<file path="config.mk">
export PLATFORM = sky130hd
export DESIGN_NAME = iova_gate
export DESIGN_NICKNAME = d
export VERILOG_FILES = /design/src/rtl/iova_gate_pkg.sv /design/src/rtl/iova_gate_regs.sv /design/src/rtl/iova_gate_window.sv /design/src/rtl/iova_gate_fault.sv /design/src/rtl/iova_gate.sv
export SDC_FILE = /design/constraint.sdc
export NUM_CORES = 1
export LEC_CHECK = 0
export BUFFER_PORTS_ARGS = -buffer_cell sky130_fd_sc_hd__clkbuf_2
export CORE_MARGIN = 2
export CORE_UTILIZATION = 45
export CTS_CLUSTER_DIAMETER = 150
export DETAILED_ROUTE_END_ITERATION = 10
export PLACE_DENSITY = 0.73
export SYNTH_ARGS = -nofsm -noshare
export SYNTH_HDL_FRONTEND = slang
export SYNTH_HIERARCHICAL = 1
export SYNTH_SLANG_ARGS = --single-unit
export TNS_END_PERCENT = 1
</file>
<file path="constraint.sdc">
create_clock -name clk -period 3.63 [get_ports clk]
set_input_delay 0 -clock clk [delete_from_list [all_inputs] [get_ports clk]]
set_output_delay 0 -clock clk [all_outputs]
set_load 0.05 [all_outputs]
</file>
<file path="src/rtl/iova_gate_pkg.sv">
package iova_gate_pkg;
  typedef enum logic [1:0] {
    RT_PASS  = 2'd0,
    RT_XLATE = 2'd1,
    RT_REDIR = 2'd2,
    RT_ABORT = 2'd3
  } route_e;

  localparam int NCLS    = 3;
  localparam int CLS_CAP = 0;
  localparam int CLS_INV = 1;
  localparam int CLS_WRO = 2;

  localparam logic [7:0] A_CTRL = 8'h00;
  localparam logic [7:0] A_CAP  = 8'h04;
  localparam logic [7:0] A_BLO  = 8'h08;
  localparam logic [7:0] A_BHI  = 8'h0C;
  localparam logic [7:0] A_DFLT = 8'h10;
  localparam logic [7:0] A_VIO  = 8'h14;

  localparam int B_EN       = 0;
  localparam int B_PASSALL  = 1;
  localparam int B_INVCHK   = 2;
  localparam int B_CLS0     = 8;
  localparam int CLS_STRIDE = 4;
  localparam int F_EXC      = 0;
  localparam int F_IRQ      = 1;
  localparam int F_ABT      = 2;
  localparam int F_STK      = 3;

  localparam int PG_SH  = 12;
  localparam int CAP_SH = 28;
  localparam int BIG_SH = 22;
endpackage

</file>
<file path="src/rtl/iova_gate_regs.sv">
module iova_gate_regs
  import iova_gate_pkg::*;
#(
  parameter int AW    = 36,
  parameter int BYP_W = 8,
  parameter int CAP_W = 8,
  localparam int PG_W = AW - PG_SH
) (
  input  logic             clk,
  input  logic             rst,
  input  logic             reg_wr,
  input  logic             reg_rd,
  input  logic [7:0]       reg_addr,
  input  logic [31:0]      reg_wdata,
  output logic [31:0]      reg_rdata,
  output logic             reg_rvalid,
  input  logic [NCLS-1:0]  sticky,
  input  logic [PG_W-1:0]  vio_pg,
  output logic             en,
  output logic             pass_all,
  output logic             inv_chk,
  output logic [NCLS-1:0]  exc_en,
  output logic [NCLS-1:0]  irq_en,
  output logic [NCLS-1:0]  abt_en,
  output logic [NCLS-1:0]  clr,
  output logic             cap_en,
  output logic [CAP_W-1:0] cap_lim,
  output logic             blo_en,
  output logic             blo_inv,
  output logic [BYP_W-1:0] blo_lim,
  output logic             bhi_en,
  output logic [BYP_W-1:0] bhi_lim,
  output logic             dflt_en,
  output logic [PG_W-1:0]  dflt_pg
);
  logic        wr_ctrl;
  logic [31:0] rd_mux;

  assign wr_ctrl = reg_wr && (reg_addr == A_CTRL);

  always_comb begin
    for (int c = 0; c < NCLS; c++)
      clr[c] = wr_ctrl && reg_wdata[B_CLS0 + CLS_STRIDE*c + F_STK];
  end

  always_ff @(posedge clk) begin
    if (rst) begin
      en <= 1'b0; pass_all <= 1'b0; inv_chk <= 1'b0;
      exc_en <= '0; irq_en <= '0; abt_en <= '0;
      cap_en <= 1'b0; cap_lim <= '0;
      blo_en <= 1'b0; blo_inv <= 1'b0; blo_lim <= '0;
      bhi_en <= 1'b0; bhi_lim <= '0;
      dflt_en <= 1'b0; dflt_pg <= '0;
    end else if (reg_wr) begin
      case (reg_addr)
        A_CTRL: begin
          en       <= reg_wdata[B_EN];
          pass_all <= reg_wdata[B_PASSALL];
          inv_chk  <= reg_wdata[B_INVCHK];
          for (int c = 0; c < NCLS; c++) begin
            exc_en[c] <= reg_wdata[B_CLS0 + CLS_STRIDE*c + F_EXC];
            irq_en[c] <= reg_wdata[B_CLS0 + CLS_STRIDE*c + F_IRQ];
            abt_en[c] <= reg_wdata[B_CLS0 + CLS_STRIDE*c + F_ABT];
          end
        end
        A_CAP: begin
          cap_en  <= reg_wdata[31];
          cap_lim <= reg_wdata[CAP_W-1:0];
        end
        A_BLO: begin
          blo_en  <= reg_wdata[31];
          blo_inv <= reg_wdata[30];
          blo_lim <= reg_wdata[BYP_W-1:0];
        end
        A_BHI: begin
          bhi_en  <= reg_wdata[31];
          bhi_lim <= reg_wdata[BYP_W-1:0];
        end
        A_DFLT: begin
          dflt_en <= reg_wdata[31];
          dflt_pg <= reg_wdata[PG_W-1:0];
        end
        default: ;
      endcase
    end
  end

  always_comb begin
    rd_mux = '0;
    case (reg_addr)
      A_CTRL: begin
        rd_mux[B_EN]      = en;
        rd_mux[B_PASSALL] = pass_all;
        rd_mux[B_INVCHK]  = inv_chk;
        for (int c = 0; c < NCLS; c++) begin
          rd_mux[B_CLS0 + CLS_STRIDE*c + F_EXC] = exc_en[c];
          rd_mux[B_CLS0 + CLS_STRIDE*c + F_IRQ] = irq_en[c];
          rd_mux[B_CLS0 + CLS_STRIDE*c + F_ABT] = abt_en[c];
          rd_mux[B_CLS0 + CLS_STRIDE*c + F_STK] = sticky[c];
        end
      end
      A_CAP: begin
        rd_mux[31]        = cap_en;
        rd_mux[CAP_W-1:0] = cap_lim;
      end
      A_BLO: begin
        rd_mux[31]        = blo_en;
        rd_mux[30]        = blo_inv;
        rd_mux[BYP_W-1:0] = blo_lim;
      end
      A_BHI: begin
        rd_mux[31]        = bhi_en;
        rd_mux[BYP_W-1:0] = bhi_lim;
      end
      A_DFLT: begin
        rd_mux[31]       = dflt_en;
        rd_mux[PG_W-1:0] = dflt_pg;
      end
      A_VIO: rd_mux[PG_W-1:0] = vio_pg;
      default: rd_mux = '0;
    endcase
  end

  always_ff @(posedge clk) begin
    if (rst) begin
      reg_rdata  <= '0;
      reg_rvalid <= 1'b0;
    end else begin
      reg_rdata  <= reg_rd ? rd_mux : '0;
      reg_rvalid <= reg_rd;
    end
  end
endmodule

</file>
<file path="src/rtl/iova_gate_window.sv">
module iova_gate_window
  import iova_gate_pkg::*;
#(
  parameter int AW     = 36,
  parameter int BYP_SH = 28,
  localparam int BYP_W = AW - BYP_SH,
  localparam int CAP_W = AW - CAP_SH
) (
  input  logic [AW-1:0]    addr,
  input  logic             cap_en,
  input  logic [CAP_W-1:0] cap_lim,
  input  logic             blo_en,
  input  logic             blo_inv,
  input  logic [BYP_W-1:0] blo_lim,
  input  logic             bhi_en,
  input  logic [BYP_W-1:0] bhi_lim,
  output logic             bypass,
  output logic             cap_over
);
  logic [BYP_W-1:0] unit;
  logic [1:0]       bound_ok;

  assign unit = addr[AW-1:BYP_SH];

  for (genvar b = 0; b < 2; b++) begin : g_bound
    if (b == 0) begin : g_lo
      assign bound_ok[b] = !blo_en || (unit >= blo_lim);
    end else begin : g_hi
      assign bound_ok[b] = !bhi_en || (unit < bhi_lim);
    end
  end

  assign bypass   = (blo_en || bhi_en) && ((&bound_ok) ^ blo_inv);
  assign cap_over = cap_en && (addr[AW-1:CAP_SH] > cap_lim);
endmodule

</file>
<file path="src/rtl/iova_gate_fault.sv">
module iova_gate_fault
  import iova_gate_pkg::*;
#(
  parameter int AW = 36,
  localparam int PG_W = AW - PG_SH
) (
  input  logic            clk,
  input  logic            rst,
  input  logic [NCLS-1:0] hit,
  input  logic [PG_W-1:0] hit_pg,
  input  logic [NCLS-1:0] exc_en,
  input  logic [NCLS-1:0] irq_en,
  input  logic [NCLS-1:0] abt_en,
  input  logic [NCLS-1:0] clr,
  output logic [NCLS-1:0] sticky,
  output logic [PG_W-1:0] vio_pg,
  output logic            abort,
  output logic            exc,
  output logic            irq
);
  for (genvar c = 0; c < NCLS; c++) begin : g_cls
    always_ff @(posedge clk) begin
      if (rst)         sticky[c] <= 1'b0;
      else if (hit[c]) sticky[c] <= 1'b1;
      else if (clr[c]) sticky[c] <= 1'b0;
    end
  end

  always_ff @(posedge clk) begin
    if (rst) begin
      vio_pg <= '0;
      abort  <= 1'b0;
      exc    <= 1'b0;
    end else begin
      if ((|hit) && !(|sticky)) vio_pg <= hit_pg;
      abort <= |(hit & abt_en);
      exc   <= |(hit & exc_en);
    end
  end

  assign irq = |(sticky & irq_en);
endmodule

</file>
<file path="src/rtl/iova_gate.sv">
module iova_gate
  import iova_gate_pkg::*;
#(
  parameter int AW      = 36,
  parameter bit BIG_BYP = 1'b0
) (
  input  logic          clk,
  input  logic          rst,
  input  logic          reg_wr,
  input  logic          reg_rd,
  input  logic [7:0]    reg_addr,
  input  logic [31:0]   reg_wdata,
  output logic [31:0]   reg_rdata,
  output logic          reg_rvalid,
  input  logic          req_valid,
  input  logic          req_write,
  input  logic [AW-1:0] req_addr,
  input  logic          tx_flt_valid,
  input  logic          tx_flt_kind,
  input  logic [AW-1:0] tx_flt_addr,
  output logic          rsp_valid,
  output logic          rsp_write,
  output logic [1:0]    rsp_route,
  output logic [AW-1:0] rsp_addr,
  output logic          abort,
  output logic          exc,
  output logic          irq
);
  localparam int BYP_SH = BIG_BYP ? BIG_SH : CAP_SH;
  localparam int BYP_W  = AW - BYP_SH;
  localparam int CAP_W  = AW - CAP_SH;
  localparam int PG_W   = AW - PG_SH;

  logic             cfg_en, cfg_pass_all, cfg_inv_chk;
  logic [NCLS-1:0]  cfg_exc_en, cfg_irq_en, cfg_abt_en, cfg_clr;
  logic             cfg_cap_en, cfg_blo_en, cfg_blo_inv, cfg_bhi_en, cfg_dflt_en;
  logic [CAP_W-1:0] cfg_cap_lim;
  logic [BYP_W-1:0] cfg_blo_lim, cfg_bhi_lim;
  logic [PG_W-1:0]  cfg_dflt_pg;
  logic [NCLS-1:0]  flt_sticky;
  logic [PG_W-1:0]  flt_vio_pg;
  logic             win_bypass, win_cap_over;
  logic             active;
  logic [NCLS-1:0]  hit;
  logic [PG_W-1:0]  hit_pg;
  route_e           route_d;
  logic [AW-1:0]    addr_d;

  iova_gate_regs #(.AW(AW), .BYP_W(BYP_W), .CAP_W(CAP_W)) u_regs (
    .clk(clk), .rst(rst),
    .reg_wr(reg_wr), .reg_rd(reg_rd), .reg_addr(reg_addr),
    .reg_wdata(reg_wdata), .reg_rdata(reg_rdata), .reg_rvalid(reg_rvalid),
    .sticky(flt_sticky), .vio_pg(flt_vio_pg),
    .en(cfg_en), .pass_all(cfg_pass_all), .inv_chk(cfg_inv_chk),
    .exc_en(cfg_exc_en), .irq_en(cfg_irq_en), .abt_en(cfg_abt_en), .clr(cfg_clr),
    .cap_en(cfg_cap_en), .cap_lim(cfg_cap_lim),
    .blo_en(cfg_blo_en), .blo_inv(cfg_blo_inv), .blo_lim(cfg_blo_lim),
    .bhi_en(cfg_bhi_en), .bhi_lim(cfg_bhi_lim),
    .dflt_en(cfg_dflt_en), .dflt_pg(cfg_dflt_pg)
  );

  iova_gate_window #(.AW(AW), .BYP_SH(BYP_SH)) u_win (
    .addr(req_addr),
    .cap_en(cfg_cap_en), .cap_lim(cfg_cap_lim),
    .blo_en(cfg_blo_en), .blo_inv(cfg_blo_inv), .blo_lim(cfg_blo_lim),
    .bhi_en(cfg_bhi_en), .bhi_lim(cfg_bhi_lim),
    .bypass(win_bypass), .cap_over(win_cap_over)
  );

  assign active = cfg_en && !cfg_pass_all;

  always_comb begin
    hit          = '0;
    hit[CLS_CAP] = req_valid && active && !win_bypass && win_cap_over;
    hit[CLS_INV] = tx_flt_valid && active && cfg_inv_chk && !tx_flt_kind;
    hit[CLS_WRO] = tx_flt_valid && active && tx_flt_kind;
    hit_pg       = hit[CLS_CAP] ? req_addr[AW-1:PG_SH] : tx_flt_addr[AW-1:PG_SH];
  end

  always_comb begin
    route_d = RT_XLATE;
    addr_d  = req_addr;
    if (!active || win_bypass) begin
      route_d = RT_PASS;
    end else if (win_cap_over) begin
      if (cfg_abt_en[CLS_CAP] || !cfg_dflt_en) begin
        route_d = RT_ABORT;
        addr_d  = '0;
      end else begin
        route_d = RT_REDIR;
        addr_d  = {cfg_dflt_pg, req_addr[PG_SH-1:0]};
      end
    end
  end

  iova_gate_fault #(.AW(AW)) u_flt (
    .clk(clk), .rst(rst),
    .hit(hit), .hit_pg(hit_pg),
    .exc_en(cfg_exc_en), .irq_en(cfg_irq_en), .abt_en(cfg_abt_en), .clr(cfg_clr),
    .sticky(flt_sticky), .vio_pg(flt_vio_pg),
    .abort(abort), .exc(exc), .irq(irq)
  );

  always_ff @(posedge clk) begin
    if (rst) begin
      rsp_valid <= 1'b0;
      rsp_write <= 1'b0;
      rsp_route <= RT_PASS;
      rsp_addr  <= '0;
    end else begin
      rsp_valid <= req_valid;
      rsp_write <= req_valid && req_write;
      if (req_valid) begin
        rsp_route <= route_d;
        rsp_addr  <= addr_d;
      end
    end
  end
endmodule

</file>
==> metrics.md <==
| Metric | Value |
|---|---|
| Clock Tree Root | `clkbuf_16` |
| Final hold vios | `0` |
| Adder-cell share of the synthesized area | `3.685%` |
| Compound-cell area share of the yosys netlist | `14.11%` |
| Min-delay worst type | `in -> reg` |
| Number of diodes | `0` |
| Status | `finished clean` |
| Peak supply drop | `0.4549 mV` |
| Pwr Total | `4.081 mW` |
| DRC errors left | `0` |
| #FFs+latches synth | `161` |
| Port buffer count | `171` |
| Yosys cell types | `59` |
| Tmin final | `3.135 ns` |
| Ports | `196` |
| DPL Wire Length | `15.65 mm` |
| Synth Area in Simple Gates | `19.00%` |
| All-Layer GR Usage | `24.89%` |
| Routed via count | `7063` |
| WS Path Type | `reg -> reg` |
| Max stage delay on crit path | `0.36 ns` |
| Share of post-route cells with drive strength above 1 | `26.48%` |
| Clk slew on worst S/H paths | `0.06 ns` |
| Leakage | `4.240 nW` |
| Pint | `3.020 mW` |
| Psw | `1.061 mW` |
| CTS Sinks | `161` |
| H-tree lvl count | `4` |
| Post-synth EDFFs | `0` |
| Area Overhead vs Synth | `30.17%` |
| Most area-consuming cells after synthesis | `dfxtp_1 41%, mux2i_1 7.6%, nand2b_1 5.2%, mux2_2 3.9%, a21oi_1 3.8%` |
| Cell with the largest stage delay on the worst path | `mux2_4` |
| Mux share of post-synthesis cell area | `15.88%` |
| Pin count of the biggest net entering global routing | `95` |
| CP cell instances | `inv_1 > ha_1 > a211oi_1 > o21a_1 > o21ai_2 > nand3_1 > mux2_4 > nor3b_4 > nand3_4 > inv_1 > nor3_1 > nor4_4 > buf_4 > mux2i_1` |
| PD cells | `401.4 nW/um2` |
| Sw frac | `26.00%` |
| Post-Syn Area | `7810 um2` |
| Core area | `17120 um2` |
| Die Y | `135.7 um` |
| Die W | `135.7 um` |
| CP Launch Type | `flop` |
| Routed WL | `23.32 mm` |
| Final core occ | `59.39%` |
| Clk_skew | `0.01009 ns` |
| Endpoints failing setup | `0` |
| Avg Cell Area, Syn | `9.309 um2` |
| Sequential element share of the synthesized area | `41.27%` |
| CP Max Fanout | `15` |
| Post-route ant nets | `0` |
| Largest family of logic cells by synthesized area | `simple AND/OR/NAND/NOR gates` |
| Cts repair resizes | `0` |
| Total gr overflow | `0` |
| RSZ-0062 raised after global routing | `no` |
| Max cap viols | `0` |
| Cell taking the most area after synthesis | `dfxtp_1` |
| Die area | `18430 um2` |
| Main flop type after synthesis | `dfxtp_1` |
| Slew @ Worst Pin | `1.103 ns` |
| Worst endpoint data arrival time | `3.49 ns` |
| Type of destination of the critical path | `flop` |
| Post-CTS Setup Bufs | `0` |
| DRT Pass-1 Iters | `5` |
| Cells after Synth | `839` |
| Yosys Warn Count | `6` |
| Delay-heaviest family, CP | `simple AND/OR/NAND/NOR gates` |
| CTS Hold Bufs | `83` |
| Fmax | `0.3190 GHz` |
| Most used cell, CP | `inv_1` |
| Clock Latency Late Sink | `0.44 ns` |
| Wire length of the first global-routing pass | `35.36 mm` |
| FP Rows | `48` |
| Clock share of power | `44.4%` |
| Setup tns final | `0 ns` |
| Final Cycle Share | `86.36%` |
| Iter 0 DRT Violations | `497` |
| Global placer's final weighted congestion | `0.8947` |
| Initial antenna violation count | `0` |
| Routed vias/inst | `5.412` |
| Crit path buffers/inverters | `3` |
| Vias in the first global route | `6784` |
| Sequential power share | `44.3%` |
| Longest Clk Path Bufs | `2` |
| Slew HR | `26.42%` |
| CTS buffer count | `17` |
| Layout net count | `1210` |
| CTS tree | `yes` |
| Post-synthesis xor/xnor area fraction | `0%` |
| Required @ worst endpoint | `3.99 ns` |
| Comb power frac | `11.3%` |
| FFs w/ async S/R, synth | `0%` |
| Yosys top cell area share | `41.27%` |
| WL/cell | `17.87 um` |
| Starting density of the core | `45.63%` |
| Count of pins over their slew limit | `0` |
power groups by stage:
stage	clock network, mW	registers (mW)	logic (mW)
floorplan	0	1.93	0.166
global placement	0	1.84	0.383
detailed placement	0	1.85	0.385
CTS	1.84	1.81	0.457
global route	1.91	1.81	0.493
finish	1.81	1.81	0.462
registers in the layout, indices dropped and copies added (netlist names), 2 cells and up:
name              cells
rsp_route             2
u_regs/dflt_pg       24
u_flt/sticky          3
u_regs/reg_rdata     26
u_regs/bhi_lim        8
u_regs/irq_en         3
u_regs/blo_lim        8
rsp_addr             36
u_regs/exc_en         3
u_regs/abt_en         3
u_regs/cap_lim        8
u_flt/vio_pg         24
area by class of cell:
| cell class | count | area [um2] |
|---|---|---|
| fill | 1456 | 6950 |
| clock buffer | 18 | 439.2 |
| inverter | 33 | 123.9 |
| timing repair buffer | 267 | 1787 |
| tap | 225 | 281.5 |
| clock inverter | 14 | 157.7 |
| sequential | 161 | 3223 |
| multi-input combinational | 587 | 4154 |
final timing paths:
| check | startpoint | end | slack, ns | cells past startpoint |
|---|---|---|---|---|
| worst max register to register | u_regs/blo_lim[3]$_SDFFE_PP0P_ | u_flt/vio_pg[4]$_SDFFE_PP0P_ | 0.50 | 14 |
| worst min register to register | rsp_addr[0]$_SDFFE_PP0P_ | rsp_addr[0]$_SDFFE_PP0P_ | 0.47 | 2 |
| worst max-delay path | u_regs/blo_lim[3]$_SDFFE_PP0P_ | u_flt/vio_pg[4]$_SDFFE_PP0P_ | 0.50 | 14 |
| worst min-delay path | tx_flt_addr[12] | u_flt/vio_pg[0]$_SDFFE_PP0P_ | 0.005 | 4 |
logic make-up after synthesis:
logic type	Yosys count
AOI/OAI and AO/OA	169
adders and majority gates	23
buffers and inverters	96
DFF	161
muxes	108
other	1
and+or+nand+nor	281
worst register-to-register path, stage by stage, from the launching register on:
cell      delay (ns)
dfxtp_1         0.35
inv_1           0.05
ha_1            0.30
a211oi_1        0.26
o21a_1          0.18
o21ai_2         0.05
nand3_1         0.14
mux2_4          0.36
nor3b_4         0.23
nand3_4         0.09
inv_1           0.21
nor3_1          0.11
nor4_4          0.16
buf_4           0.33
mux2i_1         0.24
placed cells by master, fill, tap and decap left out, drive strengths merged, types with 3 or more instances in the layout:
cell type,Yosys,final
nor2b,7,7
a222oi,3,3
a21oi,60,60
nor3b,5,5
nand3,29,29
buf,39,14
or2,3,3
conb,1,6
nor3,7,7
nand4,6,6
dlygate4sd3,0,83
dfxtp,161,161
nand2,71,71
inv,33,36
a32oi,25,25
mux2,47,47
nand2b,66,66
nor2,69,69
o21ai,30,30
ha,23,23
clkinvlp,0,5
clkbuf,24,188
mux2i,59,59
o211ai,13,13
a22oi,26,26
a22o,3,3
clkinv,0,4
metrics by stage:
step	cells	hold WS [ns]	worst slack, ns	cell area (um2)
finish	1305	0.004670	0.4952	10170
global route	1305	0.007667	0.3110	10170
CTS	1305	0.002032	0.5432	10170
detailed placement	1190	0.2044	0.5547	8738
global placement	1190	0.2003	0.6228	8738
floorplan	844	0.06907	0.7371	7829
routing by layer:
layer  vias to the layer above  part of all wire (%)  global-route usage (%)
met5                         -                     0                       0
met4                         0                   2.0                   8.854
met3                        36                   6.9                   4.901
met2                       272                    47                   41.55
met1                      3343                    45                   32.04
li1                       3412                     -                       -
synthesized netlist by cell type, types with 20 or more instances:
cell,instances
o21ai_1,21
a21oi_1,60
ha_1,23
buf_2,24
dfxtp_1,161
mux2i_1,59
nand3_1,28
nand2b_1,65
nor2_1,68
mux2_2,27
a22oi_1,26
clkbuf_1,24
a32oi_1,25
nand2_1,71
inv_1,32
mux2_4,20
Note: power is estimated with default switching activity, not from simulation.
